==> src/rtl/pmc_pkg.sv <==
package pmc_pkg;

  typedef enum logic [1:0] {
    DIV_FAST = 2'b00,
    DIV_MID  = 2'b01,
    DIV_SLOW = 2'b10
  } div_e;

  function automatic div_e decode_div(input logic [1:0] code);
    case (code)
      2'b01:   return DIV_MID;
      2'b10:   return DIV_SLOW;
      default: return DIV_FAST;
    endcase
  endfunction

endpackage

==> src/rtl/pmc_warmup.sv <==
module pmc_warmup #(
  parameter int WU_W = 17
) (
  input  logic            clk,
  input  logic            rst,
  input  logic            xtal_tick,
  input  logic            off_req,
  input  logic            on_ring,
  input  logic            sel_xtal,
  input  logic [WU_W-1:0] warmup_len,
  output logic            amp_on,
  output logic            ready,
  output logic            gated_tick
);

  logic [WU_W-1:0] wcnt;
  logic [WU_W:0]   next_cnt;
  logic            turn_off;

  assign turn_off   = off_req && on_ring && !sel_xtal;
  assign next_cnt   = {1'b0, wcnt} + 1'b1;
  assign gated_tick = xtal_tick && amp_on;

  always_ff @(posedge clk) begin
    if (rst) begin
      amp_on <= 1'b1;
      ready  <= 1'b1;
      wcnt   <= '0;
    end else if (turn_off) begin
      amp_on <= 1'b0;
      ready  <= 1'b0;
      wcnt   <= '0;
    end else if (!amp_on) begin
      if (!off_req) begin
        amp_on <= 1'b1;
      end
      wcnt <= '0;
    end else if (!ready && xtal_tick) begin
      if (next_cnt >= {1'b0, warmup_len}) begin
        ready <= 1'b1;
        wcnt  <= '0;
      end else begin
        wcnt <= next_cnt[WU_W-1:0];
      end
    end
  end

endmodule

==> src/rtl/pmc_mode.sv <==
module pmc_mode
  import pmc_pkg::*;
(
  input  logic       clk,
  input  logic       rst,
  input  logic       boundary,
  input  logic       sel_xtal,
  input  logic       xtal_ready,
  input  logic [1:0] div_sel,
  input  logic       wake,
  output logic       on_ring,
  output div_e       ratio,
  output logic       hw_exited
);

  div_e req_div;
  div_e eff_div;

  assign req_div = decode_div(div_sel);
  assign eff_div = (hw_exited || wake) ? DIV_FAST : req_div;

  always_ff @(posedge clk) begin
    if (rst) begin
      hw_exited <= 1'b0;
    end else if (req_div == DIV_FAST) begin
      hw_exited <= 1'b0;
    end else if (wake) begin
      hw_exited <= 1'b1;
    end
  end

  always_ff @(posedge clk) begin
    if (rst) begin
      on_ring <= 1'b0;
      ratio   <= DIV_FAST;
    end else if (boundary) begin
      on_ring <= !(sel_xtal && xtal_ready);
      ratio   <= eff_div;
    end
  end

endmodule

==> src/rtl/pmc_divider.sv <==
module pmc_divider
  import pmc_pkg::*;
#(
  parameter int DIV_FAST_N = 4,
  parameter int DIV_MID_N  = 64,
  parameter int DIV_SLOW_N = 1024
) (
  input  logic clk,
  input  logic rst,
  input  logic src_tick,
  input  div_e ratio,
  output logic boundary,
  output logic cyc_en
);

  localparam int CW = $clog2(DIV_SLOW_N);

  logic [CW-1:0] cnt;
  logic [CW-1:0] term;

  always_comb begin
    case (ratio)
      DIV_MID:  term = CW'(DIV_MID_N - 1);
      DIV_SLOW: term = CW'(DIV_SLOW_N - 1);
      default:  term = CW'(DIV_FAST_N - 1);
    endcase
  end

  assign boundary = src_tick && (cnt >= term);

  always_ff @(posedge clk) begin
    if (rst) begin
      cnt    <= '0;
      cyc_en <= 1'b0;
    end else begin
      cyc_en <= boundary;
      if (boundary) begin
        cnt <= '0;
      end else if (src_tick) begin
        cnt <= cnt + 1'b1;
      end
    end
  end

endmodule

==> src/rtl/pmc_clkctl.sv <==
module pmc_clkctl
  import pmc_pkg::*;
#(
  parameter int WU_W       = 17,
  parameter int DIV_FAST_N = 4,
  parameter int DIV_MID_N  = 64,
  parameter int DIV_SLOW_N = 1024
) (
  input  logic            clk,
  input  logic            rst,
  input  logic            xtal_tick,
  input  logic            ring_tick,
  input  logic            sel_xtal,
  input  logic            xtal_off_req,
  input  logic [1:0]      div_sel,
  input  logic            irq_pending,
  input  logic            serial_active,
  input  logic [WU_W-1:0] warmup_len,
  output logic            cyc_en,
  output logic            on_ring,
  output logic            xtal_running,
  output logic            xtal_ready,
  output logic [1:0]      div_active,
  output logic            hw_exited
);

  logic xt_gated;
  logic src_tick;
  logic boundary;
  div_e ratio;

  pmc_warmup #(.WU_W(WU_W)) u_warm (
    .clk        (clk),
    .rst        (rst),
    .xtal_tick  (xtal_tick),
    .off_req    (xtal_off_req),
    .on_ring    (on_ring),
    .sel_xtal   (sel_xtal),
    .warmup_len (warmup_len),
    .amp_on     (xtal_running),
    .ready      (xtal_ready),
    .gated_tick (xt_gated)
  );

  assign src_tick = on_ring ? ring_tick : xt_gated;

  pmc_divider #(
    .DIV_FAST_N (DIV_FAST_N),
    .DIV_MID_N  (DIV_MID_N),
    .DIV_SLOW_N (DIV_SLOW_N)
  ) u_div (
    .clk      (clk),
    .rst      (rst),
    .src_tick (src_tick),
    .ratio    (ratio),
    .boundary (boundary),
    .cyc_en   (cyc_en)
  );

  pmc_mode u_mode (
    .clk        (clk),
    .rst        (rst),
    .boundary   (boundary),
    .sel_xtal   (sel_xtal),
    .xtal_ready (xtal_ready),
    .div_sel    (div_sel),
    .wake       (irq_pending || serial_active),
    .on_ring    (on_ring),
    .ratio      (ratio),
    .hw_exited  (hw_exited)
  );

  assign div_active = ratio;

endmodule

==> config.mk <==
export PLATFORM = sky130hd
export DESIGN_NAME = pmc_clkctl
export DESIGN_NICKNAME = d
export VERILOG_FILES = /design/src/rtl/pmc_pkg.sv /design/src/rtl/pmc_warmup.sv /design/src/rtl/pmc_mode.sv /design/src/rtl/pmc_divider.sv /design/src/rtl/pmc_clkctl.sv
export SDC_FILE = /design/constraint.sdc
export NUM_CORES = 1
export LEC_CHECK = 0
export CORE_MARGIN = 2
export CORE_UTILIZATION = 45
export DETAILED_ROUTE_END_ITERATION = 16
export GPL_TIMING_DRIVEN = 0
export PLACE_DENSITY = 0.64
export SYNTH_ARGS = -nofsm -noshare
export SYNTH_HDL_FRONTEND = slang
export SYNTH_SLANG_ARGS = --single-unit
==> constraint.sdc <==
create_clock -name clk -period 3.1 [get_ports clk]
set_input_delay 0.62 -clock clk [delete_from_list [all_inputs] [get_ports clk]]
set_output_delay 0.62 -clock clk [all_outputs]
set_load 0.01 [all_outputs]
# Word level (Yosys, flattened, before mapping)
# Index checks and enable logic that the tools add are counted.
dict set report totals {
  elab_cells 48
  in_bits 27
  register_bits 34
  out_inout_bits 7
}
dict set report op_classes {
  n_reduce_logical 19
  order_cmp 2
  n_mux 12
  eq_ne 4
  bitwise 1
  addsub 2
}
# cell n
set op_table {}
lappend op_table {{10-bit case mux with 2 select lines} 1}
lappend op_table {{17-bit by 1-bit adder with 18-bit output (second input constant)} 1}
lappend op_table {{18-bit by 17-bit >= comparator with 1-bit output} 1}
lappend op_table {{17-bit 2-to-1 mux} 1}
lappend op_table {{10-bit by 1-bit adder with 10-bit output (second input constant)} 1}
lappend op_table {{10-bit >= comparator} 1}
lappend op_table {{1-bit 2-to-1 mux} 8}
lappend op_table {{1-bit logical AND} 6}
lappend op_table {{2-bit nonzero test} 3}
lappend op_table {{2-bit by 1-bit == test with 1-bit output (second input constant)} 2}
lappend op_table {{2-bit == test (second input constant)} 2}
lappend op_table {{2-bit case mux with 2 select lines} 1}
lappend op_table {{2-bit OR reduction} 2}
lappend op_table {{1-bit logical NOT} 3}
lappend op_table {{3-bit AND reduction} 1}
lappend op_table {{3-bit OR reduction} 1}
lappend op_table {{2-bit logical NOT} 1}
lappend op_table {{1-bit logical OR} 2}
lappend op_table {{2-bit 2-to-1 mux} 1}
lappend op_table {{1-bit inverter} 1}

# Logic depth before layout (Yosys ltp)
# Gate-level depths: netlist (run 1).
dict set report depth {
  word_depth 6
  ltp_mapped 13
  ltp_nobuf 12
}

# Cells and area by module
# From an unflattened synthesis (run 1), not the netlist that was laid out.
dict set report unflattened {
  cells_unflattened 279
  area_unflattened_um2 2448.6
}
# mod area_per_inst_um2 instances cells_per_inst seq_area_each_um2
set modules_own_cells {}
lappend modules_own_cells {pmc_warmup 1442.6 1 175 380.4}
lappend modules_own_cells {pmc_divider 805.8 1 84 220.2}
lappend modules_own_cells {pmc_mode 178.9 1 18 80.1}
lappend modules_own_cells {pmc_clkctl 21.3 1 2 0.0}

# Worst setup path before layout (run 1)
# OpenSTA, ideal clock, no wires.
dict set report synth_timing {
  kind {flip-flop to flip-flop}
  startpoint {register u_warm.wcnt[2]}
  endpoint {register u_warm.wcnt[14]}
  n_path_buf 2
  path_slack_ps 274
  t_required_ps 3024
  arrival_time_ps 2750
  stages_incl_launch_ff 14
  synth_period_minus_slack_ps 2826
  setup_ps 76
  cell_sequence {dfxtp_1 buf_2 nand2_1 or3_1 nor2_1 xor2_1 ha_1 a21o_1 a21o_1 a21oi_1 o211a_2 clkbuf_1 nand4_1 a31oi_1}
}
dict set report synth_between {
  elab_chain_len 3
}
# item line_no
set synth_rtl {}
lappend synth_rtl {{from (decl)} pmc_warmup.sv:16} ;# logic [WU_W-1:0] wcnt;
lappend synth_rtl {{from (signal assigned)} pmc_warmup.sv:43} ;# wcnt <= next_cnt[WU_W-1:0];
lappend synth_rtl {{17-bit by 1-bit adder with 18-bit output (*)} pmc_warmup.sv:21} ;# assign next_cnt = {1'b0, wcnt} + 1'b1;
lappend synth_rtl {{18-bit by 17-bit >= comparator with 1-bit output} pmc_warmup.sv:39} ;# if (next_cnt >= {1'b0, warmup_len}) begin
lappend synth_rtl {{17-bit 2-to-1 mux (*)} pmc_warmup.sv:39}
# Mark *: on every way between the ends. The rest lies on a longest branch, timed or not.
# A chain may end at the register's enable or synchronous reset.

# Final worst setup path (run 1)
dict set report layout_timing {
  startpoint {register u_warm.wcnt[3]}
  endpoint {register u_warm.ready}
}
dict set report layout_between {
  elab_chain_len 4
}
# item line_no
set layout_rtl {}
lappend layout_rtl {{17-bit by 1-bit adder with 18-bit output} pmc_warmup.sv:21}
lappend layout_rtl {{18-bit by 17-bit >= comparator with 1-bit output} pmc_warmup.sv:39}
lappend layout_rtl {{2-bit nonzero test (no line)} --}
lappend layout_rtl {{3-bit AND reduction (no line)} --}
lappend layout_rtl {{to (signal assigned)} pmc_warmup.sv:27} ;# ready <= 1'b1;
lappend layout_rtl {{to (signal assigned)} pmc_warmup.sv:31} ;# ready <= 1'b0;
lappend layout_rtl {{to (signal assigned)} pmc_warmup.sv:40} ;# ready <= 1'b1;
lappend layout_rtl {{to (decl)} pmc_warmup.sv:12} ;# output logic ready,
# No other way between the ends.

==> results.py, run 1 <==
metrics = {
    "power_and_ir_drop": {
        "pwr_density_cell_mw_per_mm2": 265.8,
        "peakVddDrop_v": 0.0001906,
        "power_leakage_uw": 0.001374,
    },
    "yosys": {
        "synth_edf_count": 0,
        "synth-main-ff-cell": "dfxtp_1",
        "yosysWarnings": 0,
        "ys_types": 45,
        "ys_ff_latch": 34,
        "async_flop_share": 0,
        "syn_area_mm2": 0.002629,
        "syn_nets": 373,
        "syn_area_per_cell_um2": 8.319,
        "syn_inst": 316,
        "synth-seq-area-share": 0.2589,
    },
    "critical_path": {
        "cp-endpoint": "u_warm.ready",
        "crit_type": "flop to flop",
        "r2r_slack_ps": 90,
        "worst_setup_path_end_kind": "flop",
        "r2r-end": "u_warm.ready",
        "startpoint": "u_warm.wcnt[3]",
        "reg2reg_depth": 11,
        "cp.arrival_ps": 3190,
        "r2r_start": "u_warm.wcnt[3]",
        "cp_max_fo": 7,
        "cp-start-kind": "flop",
        "required_ps": 3270,
    },
    "routing": {
        "firstDrtPassIters": 4,
        "drt_iter0_markers": 132,
        "num_vias": 2511,
        "antenna_left": 0,
        "drc_errors": 0,
        "routedWlPerCell_um": 14.78,
        "vias_per_cell": 5.694,
        "wl_mm": 6.517,
    },
    "cts": {
        "cts.sinks": 34,
        "path_clk_slew_ps": 70,
        "numCtsBuffers": 5,
        "cts_hold_buf": 0,
        "clockRootBuffer": "clkbuf_8",
        "clk_latency_ps": 280,
        "clock_path_buffers": 2,
        "cts_htree_levels": 2,
        "cts_tree": "done",
    },
    "layout": {
        "design_area_mm2": 0.003357,
        "area_growth_pct": 27.70,
        "diodes": 0,
        "nets": 426,
        "drive_gt1_frac": 0.1707,
    },
    "global_routing": {
        "antenna_found_initial": 0,
        "grt_max_degree": 11,
        "grt_pass1_vias": 2288,
        "grt_usage": 0.2085,
        "grt_pass1_wl_mm": 10.62,
        "grt_overflow": 0,
    },
    "sta": {
        "tightest_slew_ps": 569.1,
        "relSlewSlack": 0.6206,
        "setup_viol": 0,
        "fin_ws_ps": 85.08,
        "slew_violations": 0,
        "hold_viol": 0,
        "fin_skew_ps": 8.009,
        "fin_crit_ps": 3015,
        "timing.fmax_ghz": 0.3317,
        "period_share": 0.9726,
    },
    "placement": {
        "post-place-ws_ps": -284.7,
        "portBuffers": 33,
        "dp_hpwl_mm": 4.561,
        "dpl-instance-area_mm2": 0.003049,
        "place.gp.congestion": 0.8915,
    },
    "floorplan": {
        "die_w_um": 80.43,
        "die_h_um": 80.43,
        "pin_count": 34,
        "core-area_mm2": 0.005574,
        "num_rows": 27,
        "start_util": 0.4716,
        "dieArea_mm2": 0.006469,
    },
    "min_path": {
        "hp-class": "flop to flop",
    },
    "outcome": {
        "status": "completed",
    },
    "flow_run": {
        "drv_cap": 0,
    },
}
==> per-layer routing <==
metal,vias to the layer above,share of wire,global-route usage
met4,0,0.016,0.06949
met3,14,0.080,0.04382
met5,-,0,0
li1,1263,-,-
met1,1135,0.48,0.3012
met2,99,0.42,0.3058
==> registers in the layout, summed over array words and instances (netlist names) <==
| register | cells |
|---|---|
| u_warm.wcnt | 17 |
| u_mode.hw_exited | 1 |
| u_mode.ratio | 2 |
| u_div.cyc_en | 1 |
| u_mode.on_ring | 1 |
| u_warm.ready | 1 |
| u_warm.amp_on | 1 |
| u_div.cnt | 10 |
==> worst min-delay path by stage <==
stage	start	to	slack (ps)	cells past startpoint
3_5_place_dp	u_warm.wcnt[16]	u_warm.wcnt[16]	480	2
5_1_grt	u_warm.wcnt[15]	u_warm.wcnt[15]	520	2
4_1_cts	u_warm.wcnt[15]	u_warm.wcnt[15]	490	2
6_report	u_warm.wcnt[16]	u_warm.wcnt[16]	490	2
3_3_place_gp	u_warm.wcnt[15]	u_warm.wcnt[15]	470	2
2_1_floorplan	u_warm.wcnt[15]	u_warm.wcnt[15]	450	2
==> report_power, final <==
| group | switching, uW | internal, uW |
|---|---|---|
| registers | 6.79 | 442 |
| logic | 62.7 | 68.2 |
| clock network | 158 | 154 |
==> critical path, cell delays in order, from the launching register on <==
cell and delay, ps:
dfxtp_1 310, buf_2 170, nand2_2 150, or3_4 460
xnor2_1 220, ha_1 280, nand4_1 170, nor3_1 110
o41ai_4 490, buf_4 210, nand2_1 50, a221o_1 290
==> cell families after synthesis <==
logic type / share of synthesized area
adder cells (fa/ha/maj): 0.1428
XOR/XNOR: 0.07996
AO/OA/AOI/OAI: 0.1971
flip-flops: 0.2589
buffers and inverters: 0.07282
AND/OR/NAND/NOR: 0.2446
multiplexers: 0.003808
==> through the flow <==
step           power, uW  std cells  hold slack, ps  utilization  TNS [ps]
2_1_floorplan      533.5        316           453.1            -         0
3_3_place_gp       588.8        421           468.8       0.5470     -3868
3_5_place_dp       590.0        421           480.6       0.5470     -4285
4_1_cts            905.9        432           490.6       0.5731         0
5_1_grt            941.8        441           517.7       0.6022    -190.8
6_report           892.3        441           488.2       0.6022         0
==> final cells by class <==
class / instances / area, um2
timing repair buffer: 47 / 435.4
buffer: 18 / 123.9
multi-input combinational: 240 / 1853
clock inverter: 1 / 7.507
inverter: 23 / 86.33
clock buffer: 6 / 72.57
sequential: 34 / 688.2
tap: 72 / 90.09
fill: 500 / 2217
==> cells in the final DEF, fill, tap and decap left out, types with 3 or more instances in the layout <==
cell type	instances
a211oi_2	10
a21o_1	8
a21oi_1	19
a31oi_1	6
and3_1	4
buf_4	16
buf_6	5
clkbuf_1	8
clkbuf_8	5
clkdlybuf4s50_1	33
dfxtp_1	30
dfxtp_2	3
ha_1	29
inv_1	23
nand2_1	24
nand2b_1	3
nand3_1	19
nand3b_1	4
nand4_1	25
nor2_1	11
nor2b_1	4
nor3_1	10
nor4_1	3
o211ai_1	4
o21ai_0	3
xnor2_1	10
xor2_1	10
xor2_2	3
==> synthesized netlist by cell type (2+ instances only) <==
| master | count | share of area |
|---|---|---|
| o211ai_1 | 4 | 0.011 |
| nor2_1 | 14 | 0.020 |
| xor2_1 | 13 | 0.043 |
| o21ai_0 | 3 | 0.0057 |
| clkbuf_1 | 10 | 0.014 |
| nand2b_1 | 3 | 0.0071 |
| or4_1 | 2 | 0.0057 |
| nor3_1 | 10 | 0.019 |
| nor4_1 | 3 | 0.0071 |
| o311ai_1 | 2 | 0.0067 |
| nor2b_1 | 4 | 0.0095 |
| a31oi_1 | 6 | 0.014 |
| o21a_1 | 2 | 0.0057 |
| buf_2 | 5 | 0.0095 |
| and3_1 | 4 | 0.0095 |
| a21o_1 | 8 | 0.023 |
| nand4_1 | 25 | 0.059 |
| nand2_1 | 25 | 0.036 |
| a21oi_1 | 19 | 0.036 |
| nand3b_1 | 4 | 0.011 |
| buf_6 | 3 | 0.013 |
| ha_1 | 30 | 0.14 |
| inv_1 | 23 | 0.033 |
| nand3_1 | 20 | 0.038 |
| dfxtp_1 | 34 | 0.26 |
| xnor2_1 | 11 | 0.037 |
| o32a_1 | 2 | 0.0076 |
| a211oi_2 | 10 | 0.048 |
==> what timing repair did <==
| item | CTS | global route |
|---|---|---|
| setup endpoints to repair | 18 | 18 |
| gates resized for setup | 11 | 25 |
| buffers inserted | 4 | 8 |
| pin swaps | 3 | 8 |
| cloned | 0 | 2 |
Power figures use the tool's default switching activity.
==> run 2: changes to the inputs <==
Settings changed: GPL_TIMING_DRIVEN 0 to default, PLACE_DENSITY 0.64 to 0.67.
==> results.py, run 2 (synthesized netlist as in run 1, its figures left out) <==
metrics = {
    "cts": {
        "clockRootBuffer": "clkbuf_8",
        "clk_latency_ps": 300,
        "clock_path_buffers": 2,
        "numCtsBuffers": 5,
        "cts_htree_levels": 2,
        "path_clk_slew_ps": 80,
        "cts.sinks": 34,
        "cts_hold_buf": 0,
        "cts_tree": "done",
    },
    "routing": {
        "routedWlPerCell_um": 14.39,
        "vias_per_cell": 5.795,
        "drc_errors": 0,
        "wl_mm": 6.261,
        "antenna_left": 0,
        "num_vias": 2521,
        "drt_iter0_markers": 121,
        "firstDrtPassIters": 4,
    },
    "placement": {
        "post-place-cells": 420,
        "place.gp.congestion": 0.8894,
        "portBuffers": 33,
        "dp_hpwl_mm": 4.537,
    },
    "floorplan": {
        "pin_count": 34,
        "core-area_mm2": 0.005574,
        "num_rows": 27,
        "dieArea_mm2": 0.006469,
        "die_w_um": 80.43,
        "die_h_um": 80.43,
        "start_util": 0.4716,
    },
    "critical_path": {
        "cp.arrival_ps": 3160,
        "slowest_stage": "dfxtp_2",
        "slowest_delay_ps": 360,
        "cp_max_fo": 24,
        "crit_type": "flop to flop",
        "crit_chain": "ha_1 > nand4_1 > buf_4 > buf_4 > nor2_1 > xor2_1 > ha_1 > nand4_1 > nor3_1 > o41ai_4 > buf_12 > nand2_1 > a221o_1",
        "worst_setup_path_end_kind": "flop",
        "r2r_slack_ps": 120,
        "cp-start-kind": "flop",
        "required_ps": 3280,
    },
    "layout": {
        "diodes": 0,
        "stdcell_count": 435,
        "reg.largest.list": "u_warm.wcnt: 17 flops, u_div.cnt: 10 flops, u_mode.ratio: 2 flops",
        "layout_commonest_cell": "clkdlybuf4s50_1",
        "max_flop_register": "u_warm.wcnt",
        "fill_cells": 501,
        "utilization": 0.6020,
        "largest_reg_flops": 17,
        "area_growth_pct": 27.65,
        "drive_gt1_frac": 0.1736,
        "nets": 419,
        "final_cell_mix": "clkdlybuf4s50_1 (33), ha_1 (30), dfxtp_1 (28)",
    },
    "min_path": {
        "hp-class": "flop to flop",
    },
    "sta": {
        "setup_viol": 0,
        "setup_tns_ps": 0,
        "fin_crit_ps": 2981,
        "slew_violations": 0,
        "hold_viol": 0,
        "period_share": 0.9617,
        "timing.fmax_ghz": 0.3354,
        "fin_skew_ps": 9.485,
        "relSlewSlack": 0.4887,
        "tightest_slew_ps": 764.6,
    },
    "global_routing": {
        "grt_pass1_vias": 2303,
        "grt_pass1_wl_mm": 10.55,
        "antenna_found_initial": 0,
        "grt_max_degree": 28,
        "grt_overflow": 0,
        "grt_usage": 0.2047,
    },
    "power_and_ir_drop": {
        "power.internal_uw": 829.8,
        "peakVddDrop_v": 0.0002912,
        "power.switching_uw": 254.0,
        "seq_power_share": 0.415,
        "switching_share": 0.2344,
        "pwr-share-clk": 0.468,
        "p_comb_frac": 0.117,
        "pwr_density_cell_mw_per_mm2": 323.0,
        "power_leakage_uw": 0.001387,
    },
    "outcome": {
        "status": "completed",
    },
    "flow_run": {
        "drv_cap": 0,
    },
}
run 2: cell count changes in the layout (fill, tap and decap cells not counted), sizes merged:
| cell | previous run | this run |
|---|---|---|
| buf | 23 | 25 |
| bufinv | 0 | 2 |
| clkbuf | 14 | 5 |
| clkinv | 0 | 1 |
| clkinvlp | 1 | 0 |
| dlygate4sd1 | 1 | 0 |
run 2: worst paths after layout:
check	from	cells past startpoint	endpoint
max reg2reg	u_warm.wcnt[1]	13	u_warm.ready
min	u_warm.wcnt[7]	2	u_warm.wcnt[7]
min reg2reg	u_warm.wcnt[7]	2	u_warm.wcnt[7]
max	u_warm.wcnt[1]	13	u_warm.ready
run 2: worst max-delay path, delay by kind of cell (launching register included):
kind | cells | cell delay (ps)
AND/OR/NAND/NOR | 5 | 580
AO/OA/AOI/OAI | 2 | 630
adder cells (fa/ha/maj) | 2 | 490
buffers and inverters | 3 | 510
flip-flops | 1 | 360
XOR/XNOR | 1 | 290
run 2: what timing repair did:
action                                  in CTS  in global routing
resized for setup                            1                 13
buffers inserted                             0                  8
pin swaps                                    0                  7
endpoints found under the setup margin       3                 18
run 2: metrics by stage:
stage                     setup WS, ps  hold WS [ps]  power, uW  area (um2)
after global placement           130.4         477.2      582.5        3107
final                            118.8         482.6       1084        3356
after CTS                        37.40         491.3       1091        3252
after detailed placement         29.30         480.2      586.0        3107
after floorplan                  273.7         453.1      533.5        2629
after global routing            -24.41         506.9       1120        3356
run 2: area by class of cell:
cell class                 instances  area (um2)  area share
sequential                        34       688.2      0.2051
tap                               72       90.09     0.02685
multi-input combinational        240        1823      0.5433
clock buffer                       5       68.82     0.02051
clock inverter                     3       68.82     0.02051
timing repair buffer              58       530.5      0.1581
inverter                          23       86.33     0.02573
run 2: routing by layer:
| metal | vias up | part of all wire | global-route usage |
|---|---|---|---|
| met5 | - | 0 | 0 |
| met4 | 0 | 0.014 | 0.06441 |
| met3 | 7 | 0.049 | 0.02921 |
| met2 | 77 | 0.44 | 0.3108 |
| met1 | 1186 | 0.50 | 0.2969 |
| li1 | 1251 | - | - |
run 2: power by group through the flow:
stage | Combinational [uW] | Clock, uW | Sequential, uW
6_report | 126 | 507 | 450
5_1_grt | 138 | 531 | 451
4_1_cts | 127 | 514 | 450
3_5_place_dp | 126 | 0 | 460
3_3_place_gp | 123 | 0 | 460
2_1_floorplan | 73.9 | 0 | 460
